## src/rtl/dwf_pkg.sv

```systemverilog
package dwf_pkg;
  typedef struct packed {
    logic       par;
    logic [7:0] data;
  } dwf_entry_t;

  // odd parity: the returned bit makes the nine bits hold an odd count of ones
  function automatic logic odd_par(input logic [7:0] b);
    return ~^b;
  endfunction
endpackage

```

## src/rtl/dwf_store.sv

```systemverilog
module dwf_store
  import dwf_pkg::*;
#(
  parameter int DEPTH = 16,
  parameter int LANES = 2,
  localparam int AW   = $clog2(DEPTH)
)(
  input  logic                   clk,
  input  logic [LANES-1:0]       we,
  input  logic [AW-1:0]          wptr,
  input  dwf_entry_t [LANES-1:0] wdat,
  input  logic [AW-1:0]          rptr,
  output dwf_entry_t [LANES-1:0] rdat
);
  dwf_entry_t mem [DEPTH];

  always_ff @(posedge clk) begin
    for (int i = 0; i < LANES; i++) begin
      if (we[i]) mem[wptr + AW'(i)] <= wdat[i];
    end
  end

  always_comb begin
    for (int i = 0; i < LANES; i++) rdat[i] = mem[rptr + AW'(i)];
  end
endmodule

```

## src/rtl/dwf_ctrl.sv

```systemverilog
module dwf_ctrl #(
  parameter int DEPTH = 16,
  localparam int AW   = $clog2(DEPTH),
  localparam int LW   = $clog2(DEPTH + 1)
)(
  input  logic          clk,
  input  logic          rst,
  input  logic          flush,
  input  logic [LW-1:0] push_n,
  input  logic [LW-1:0] pop_n,
  output logic [AW-1:0] wptr,
  output logic [AW-1:0] rptr,
  output logic [LW-1:0] level,
  output logic [LW-1:0] level_nx
);
  always_comb level_nx = flush ? '0 : level + push_n - pop_n;

  always_ff @(posedge clk) begin
    if (rst || flush) begin
      wptr  <= '0;
      rptr  <= '0;
      level <= '0;
    end else begin
      wptr  <= wptr + push_n[AW-1:0];
      rptr  <= rptr + pop_n[AW-1:0];
      level <= level_nx;
    end
  end
endmodule

```

## src/rtl/dwf_lane_par.sv

```systemverilog
module dwf_lane_par
  import dwf_pkg::*;
(
  input  logic       [7:0] byte_in,
  input  logic             par_in,
  input  logic             gen_mode,
  output dwf_entry_t       entry_out,
  output logic             err
);
  logic good;
  assign good           = odd_par(byte_in);
  assign entry_out.data = byte_in;
  assign entry_out.par  = gen_mode ? good : par_in;
  assign err            = gen_mode && (par_in != good);
endmodule

```

## src/rtl/dma_width_fifo.sv

```systemverilog
module dma_width_fifo
  import dwf_pkg::*;
#(
  parameter int DEPTH        = 16,
  parameter int DMA_W        = 16,
  parameter int BURST_THRESH = 8
)(
  input  logic                   clk,
  input  logic                   rst,
  input  logic                   dir_to_scsi,
  input  logic                   par_gen,
  input  logic                   drain,
  input  logic                   flush,
  input  logic                   dma_ack,
  input  logic [DMA_W-1:0]       dma_wdata,
  input  logic [DMA_W/8-1:0]     dma_wpar,
  output logic [DMA_W-1:0]       dma_rdata,
  output logic [DMA_W/8-1:0]     dma_rpar,
  output logic                   dma_req,
  input  logic [7:0]             scsi_in_data,
  input  logic                   scsi_in_valid,
  output logic                   scsi_in_ready,
  output logic [7:0]             scsi_out_data,
  output logic                   scsi_out_valid,
  input  logic                   scsi_out_ready,
  output logic                   fifo_full,
  output logic                   fifo_empty,
  output logic                   odd_byte,
  output logic                   par_err,
  output logic [$clog2(DEPTH+1)-1:0] fifo_level
);
  localparam int LANES = DMA_W / 8;
  localparam int AW    = $clog2(DEPTH);
  localparam int LW    = $clog2(DEPTH + 1);

  logic [AW-1:0]          wptr, rptr;
  logic [LW-1:0]          level, level_nx, push_n, pop_n;
  dwf_entry_t [LANES-1:0] wr_ent, rd_ent, lane_ent;
  logic [LANES-1:0]       lane_err, we;
  logic                   wr_go, rd_go, dr_go, si_go, so_go;

  // level flags
  assign fifo_empty = (level == '0);
  assign fifo_full  = (level == LW'(DEPTH));
  assign odd_byte   = level[0];
  assign fifo_level = level;

  // byte-side handshakes
  assign scsi_in_ready  = !dir_to_scsi && !drain && !fifo_full;
  assign scsi_out_valid = dir_to_scsi && !drain && !fifo_empty;
  assign scsi_out_data  = rd_ent[0].data;

  // accepted transfers this cycle; flush discards all of them
  assign wr_go = dma_ack && !flush && !drain && dir_to_scsi && (level <= LW'(DEPTH - LANES));
  assign rd_go = dma_ack && !flush && !drain && !dir_to_scsi && (level >= LW'(LANES));
  assign dr_go = dma_ack && !flush && drain && !fifo_empty;
  assign si_go = scsi_in_valid && scsi_in_ready && !flush;
  assign so_go = scsi_out_valid && scsi_out_ready && !flush;

  always_comb begin
    push_n = '0;
    if (wr_go)      push_n = LW'(LANES);
    else if (si_go) push_n = LW'(1);
    pop_n = '0;
    if (rd_go)              pop_n = LW'(LANES);
    else if (so_go || dr_go) pop_n = LW'(1);
  end

  // per-lane parity handling, write muxing and read formatting
  for (genvar g = 0; g < LANES; g++) begin : gen_lane
    dwf_lane_par u_par (
      .byte_in  (dma_wdata[8*g +: 8]),
      .par_in   (dma_wpar[g]),
      .gen_mode (par_gen),
      .entry_out(lane_ent[g]),
      .err      (lane_err[g])
    );
    if (g == 0) begin : gen_low
      assign we[g]     = wr_go || si_go;
      assign wr_ent[g] = si_go ? {odd_par(scsi_in_data), scsi_in_data} : lane_ent[g];
      assign dma_rdata[8*g +: 8] = rd_ent[g].data;
      assign dma_rpar[g] = par_gen ? odd_par(rd_ent[g].data) : rd_ent[g].par;
    end else begin : gen_high
      assign we[g]     = wr_go;
      assign wr_ent[g] = lane_ent[g];
      assign dma_rdata[8*g +: 8] = drain ? 8'h00 : rd_ent[g].data;
      assign dma_rpar[g] = drain ? 1'b1
                         : (par_gen ? odd_par(rd_ent[g].data) : rd_ent[g].par);
    end
  end

  dwf_ctrl #(.DEPTH(DEPTH)) u_ctrl (
    .clk     (clk),
    .rst     (rst),
    .flush   (flush),
    .push_n  (push_n),
    .pop_n   (pop_n),
    .wptr    (wptr),
    .rptr    (rptr),
    .level   (level),
    .level_nx(level_nx)
  );

  dwf_store #(.DEPTH(DEPTH), .LANES(LANES)) u_store (
    .clk (clk),
    .we  (we),
    .wptr(wptr),
    .wdat(wr_ent),
    .rptr(rptr),
    .rdat(rd_ent)
  );

  always_ff @(posedge clk) begin
    if (rst) par_err <= 1'b0;
    else if (wr_go && |lane_err) par_err <= 1'b1;
  end

  always_ff @(posedge clk) begin
    if (rst)              dma_req <= 1'b0;
    else if (drain)       dma_req <= (level_nx != '0);
    else if (dir_to_scsi) dma_req <= (level_nx <= LW'(DEPTH - BURST_THRESH));
    else                  dma_req <= (level_nx >= LW'(BURST_THRESH));
  end
endmodule

```

## config.mk

```make
export PLATFORM = sky130hd
export DESIGN_NAME = dma_width_fifo
export DESIGN_NICKNAME = d
export VERILOG_FILES = /design/src/rtl/dwf_pkg.sv /design/src/rtl/dwf_store.sv /design/src/rtl/dwf_ctrl.sv /design/src/rtl/dwf_lane_par.sv /design/src/rtl/dma_width_fifo.sv
export SDC_FILE = /design/constraint.sdc
export NUM_CORES = 1
export LEC_CHECK = 0
export BUFFER_PORTS_ARGS = -buffer_cell sky130_fd_sc_hd__buf_4
export CAP_MARGIN = 10
export CORE_UTILIZATION = 41
export CTS_BUF_LIST = sky130_fd_sc_hd__clkbuf_4 sky130_fd_sc_hd__clkbuf_8 sky130_fd_sc_hd__clkbuf_16
export DETAILED_ROUTE_END_ITERATION = 8
export GPL_TIMING_DRIVEN = 0
export MAX_ROUTING_LAYER = met4
export PLACE_DENSITY = 0.59
export SYNTH_ARGS = -nofsm -noshare
export SYNTH_HDL_FRONTEND = slang
export SYNTH_SLANG_ARGS = --single-unit
```

## constraint.sdc

```tcl
create_clock -name clk -period 3.75 [get_ports clk]
set_input_delay 0.1875 -clock clk [delete_from_list [all_inputs] [get_ports clk]]
set_output_delay 0.1875 -clock clk [all_outputs]
set_load 0.02 [all_outputs]
```

==> results.py <==
metrics = {
    "status": {
        "status": "completed",
    },
    "setup_path": {
        "critPathCaptureType": "output pin",
        "worstPathArrival_ns": 3.49,
        "start_kind": "flip-flop",
        "crit_fanout": 10,
        "crit_type": "flip-flop to output pin",
        "r2r_slack_ns": 0.31,
        "critPathRequiredTime_ns": 3.56,
    },
    "routing": {
        "routed_wl_um": 31940,
        "drcViolationCount": 0,
        "dr.pass1.iters": 6,
        "vias": 7099,
        "ant_nets": 0,
        "routedWlPerCell_um": 25.82,
        "vias_per_cell": 5.739,
        "drt-initial-drc-count": 584,
    },
    "sta": {
        "slew_violations": 0,
        "max_slew.worst_pin.slew_ns": 1.242,
        "slew_headroom_pct": 16.89,
        "max_freq_mhz": 271.7,
        "min_period_ns": 3.680,
        "skew_ns": 0.01367,
        "fin_ws_ns": 0.06997,
        "min_period_over_period_pct": 98.13,
        "timing.setup.tns_ns": 0,
        "hold_viol": 0,
        "setup_viol": 0,
        "holdWs_ns": 0.03273,
    },
    "power": {
        "irDropWorstVdd_uv": 335.2,
        "intPower_mw": 3.310,
        "power.share.clock_pct": 39.8,
        "leakagePower_nw": 4.353,
        "p_seq_share_pct": 43.8,
        "p_comb_share_pct": 16.4,
        "power.density_nw_per_um2": 360.6,
        "switchingPower_mw": 1.212,
        "netSwitchingFraction_pct": 26.80,
    },
    "clock_tree": {
        "cts_root_buf": "clkbuf_16",
        "cts_tree": "done",
        "cts.sinks": 159,
        "cts_buffer_depth": 2,
        "clock_latency_ns": 0.44,
        "htreeDepth": 4,
        "numCtsBuffers": 17,
        "path_clk_slew_ns": 0.08,
    },
    "synthesis": {
        "ys.flop_type": "edfxtp_1",
        "synth_most_common_cell": "edfxtp_1",
        "synth-seq-cells": 159,
        "synth_top_area_share_pct": 40.69,
        "synth_cells": 786,
        "avgSynthCellArea_um2": 13.52,
        "synth_largest_area_cell": "edfxtp_1",
        "yosys-top-cells-area": "edfxtp_1, mux2_2, mux2i_1",
        "yosysWarnings": 0,
        "synthesis.area_um2": 10630,
        "synth_edf_count": 144,
        "ys_async_sr_fraction_pct": 0,
        "syn-num-nets": 840,
        "yosysUniqueCellTypes": 51,
        "ys_seq_area_share_pct": 43.52,
        "synthTopCellsByCount": "edfxtp_1, mux2_2, mux2i_1, nand2_1, mux4_2",
    },
    "grt": {
        "antenna_found_initial": 0,
        "grt_pass1_vias": 7267,
        "grt_pass1_wl_um": 46860,
        "grt_overflow_total": 0,
        "grt_max_degree": 17,
        "grtUsageTotal_pct": 25.60,
    },
    "final_layout": {
        "drive_above_1_share_pct": 38.81,
        "finalNetCount": 948,
        "n_antenna_cell": 0,
        "area_growth_pct": 18.03,
        "final_core_util_pct": 49.52,
    },
    "die": {
        "dieArea_um2": 26570,
        "io_pins": 73,
        "rows": 58,
        "core_um2": 25330,
        "die_h_um": 163.0,
        "fp.dieW_um": 163.0,
        "initial_utilization_pct": 41.96,
    },
    "placed_design": {
        "routabilityCongestion": 0.8705,
        "dp_hpwl_um": 23610,
        "io_buffers": 71,
        "post-place-ws_ns": -0.1863,
    },
    "job": {
        "drv_cap": 0,
    },
    "hold_path": {
        "hp-class": "primary input to flip-flop",
    },
}
[per-stage QoR]
step	power (mW)	area (um^2)	instances
floorplan	2.504	10650	786
global placement	2.737	11590	1187
detailed placement	2.743	11760	1200
CTS	4.514	12440	1235
global route	4.648	12540	1237
finish	4.523	12540	1237
[power by group through the flow]
stage | registers [mW] | clock network, mW | logic [mW]
floorplan | 2.03 | 0 | 0.479
global placement | 2.02 | 0 | 0.716
detailed placement | 2.02 | 0 | 0.721
CTS | 1.98 | 1.80 | 0.730
global route | 1.98 | 1.87 | 0.800
finish | 1.98 | 1.80 | 0.740
[layer usage]
metal | routed length, um | GRT usage [%] | share of wire [%]
met1 | 13800 | 32.90 | 43
met5 | 0 | - | 0
met2 | 15840 | 42.48 | 50
met4 | 750 | 7.052 | 2.3
met3 | 1548 | 3.285 | 4.8
[path summary, 6_finish.rpt]
check                   from          end  cells past startpoint
max           u_ctrl.rptr[1]  dma_rpar[1]                     11
min                  par_gen      par_err                      3
max reg2reg  u_ctrl.level[4]      dma_req                     16
min reg2reg          par_err      par_err                      2
[registers in the layout, summed over array words and instances (netlist names)]
register / cells
u_ctrl.level: 5
par_err: 1
u_ctrl.rptr: 4
u_store.mem: 144
dma_req: 1
u_ctrl.wptr: 4
[worst max-delay path, stage by stage (launching register included)]
cell     delay [ns]
dfxtp_1        0.35
ha_1           0.34
buf_2          0.28
buf_6          0.24
buf_6          0.22
mux4_2         0.39
xor2_1         0.19
mux2i_1        0.18
xor2_1         0.32
xnor2_1        0.12
o21ai_1        0.22
buf_4          0.19
[logic make-up after synthesis]
family,after synthesis,synth area share [%]
xor+xnor,52,4.592
mux,299,36.76
simple gates,135,6.346
buf+inv,89,4.451
compound gates,33,1.813
flops,159,43.52
fa+ha+maj,19,2.520
[final cells by class]
cell class / instances / area, um^2
sequential: 159 / 4626
tap: 330 / 412.9
timing repair buffer: 90 / 732.0
clock buffer: 17 / 425.4
inverter: 23 / 88.84
fill: 2231 / 12780
clock inverter: 15 / 172.7
buffer: 65 / 424.2
multi-input combinational: 538 / 5660
[what timing repair did]
action | CTS | global route
endpoints found under the hold margin | 3 | 0
endpoints found under the setup margin | 38 | 3
pin swaps | 1 | 4
gates cloned | 0 | 0
hold buffers | 1 | 0
buffers inserted | 2 | 2
gates resized for setup | 12 | 23
[layout by cell type (no fill, tap or decap), types with 6 or more instances in the layout]
cell       instances
clkbuf_16         17
nor2_2             6
mux4_1            14
nand2_1           48
inv_6              6
and2_1            11
buf_6             21
mux4_2            42
a21oi_1           13
inv_1             20
mux2_2           124
ha_1              15
dfxtp_1           14
mux2i_1          111
xnor2_1           31
clkbuf_1          30
nor3_2             6
nor2_1            32
xor2_1            17
edfxtp_1         144
buf_4             87
No activity file was read; power rests on OpenSTA's default activity.
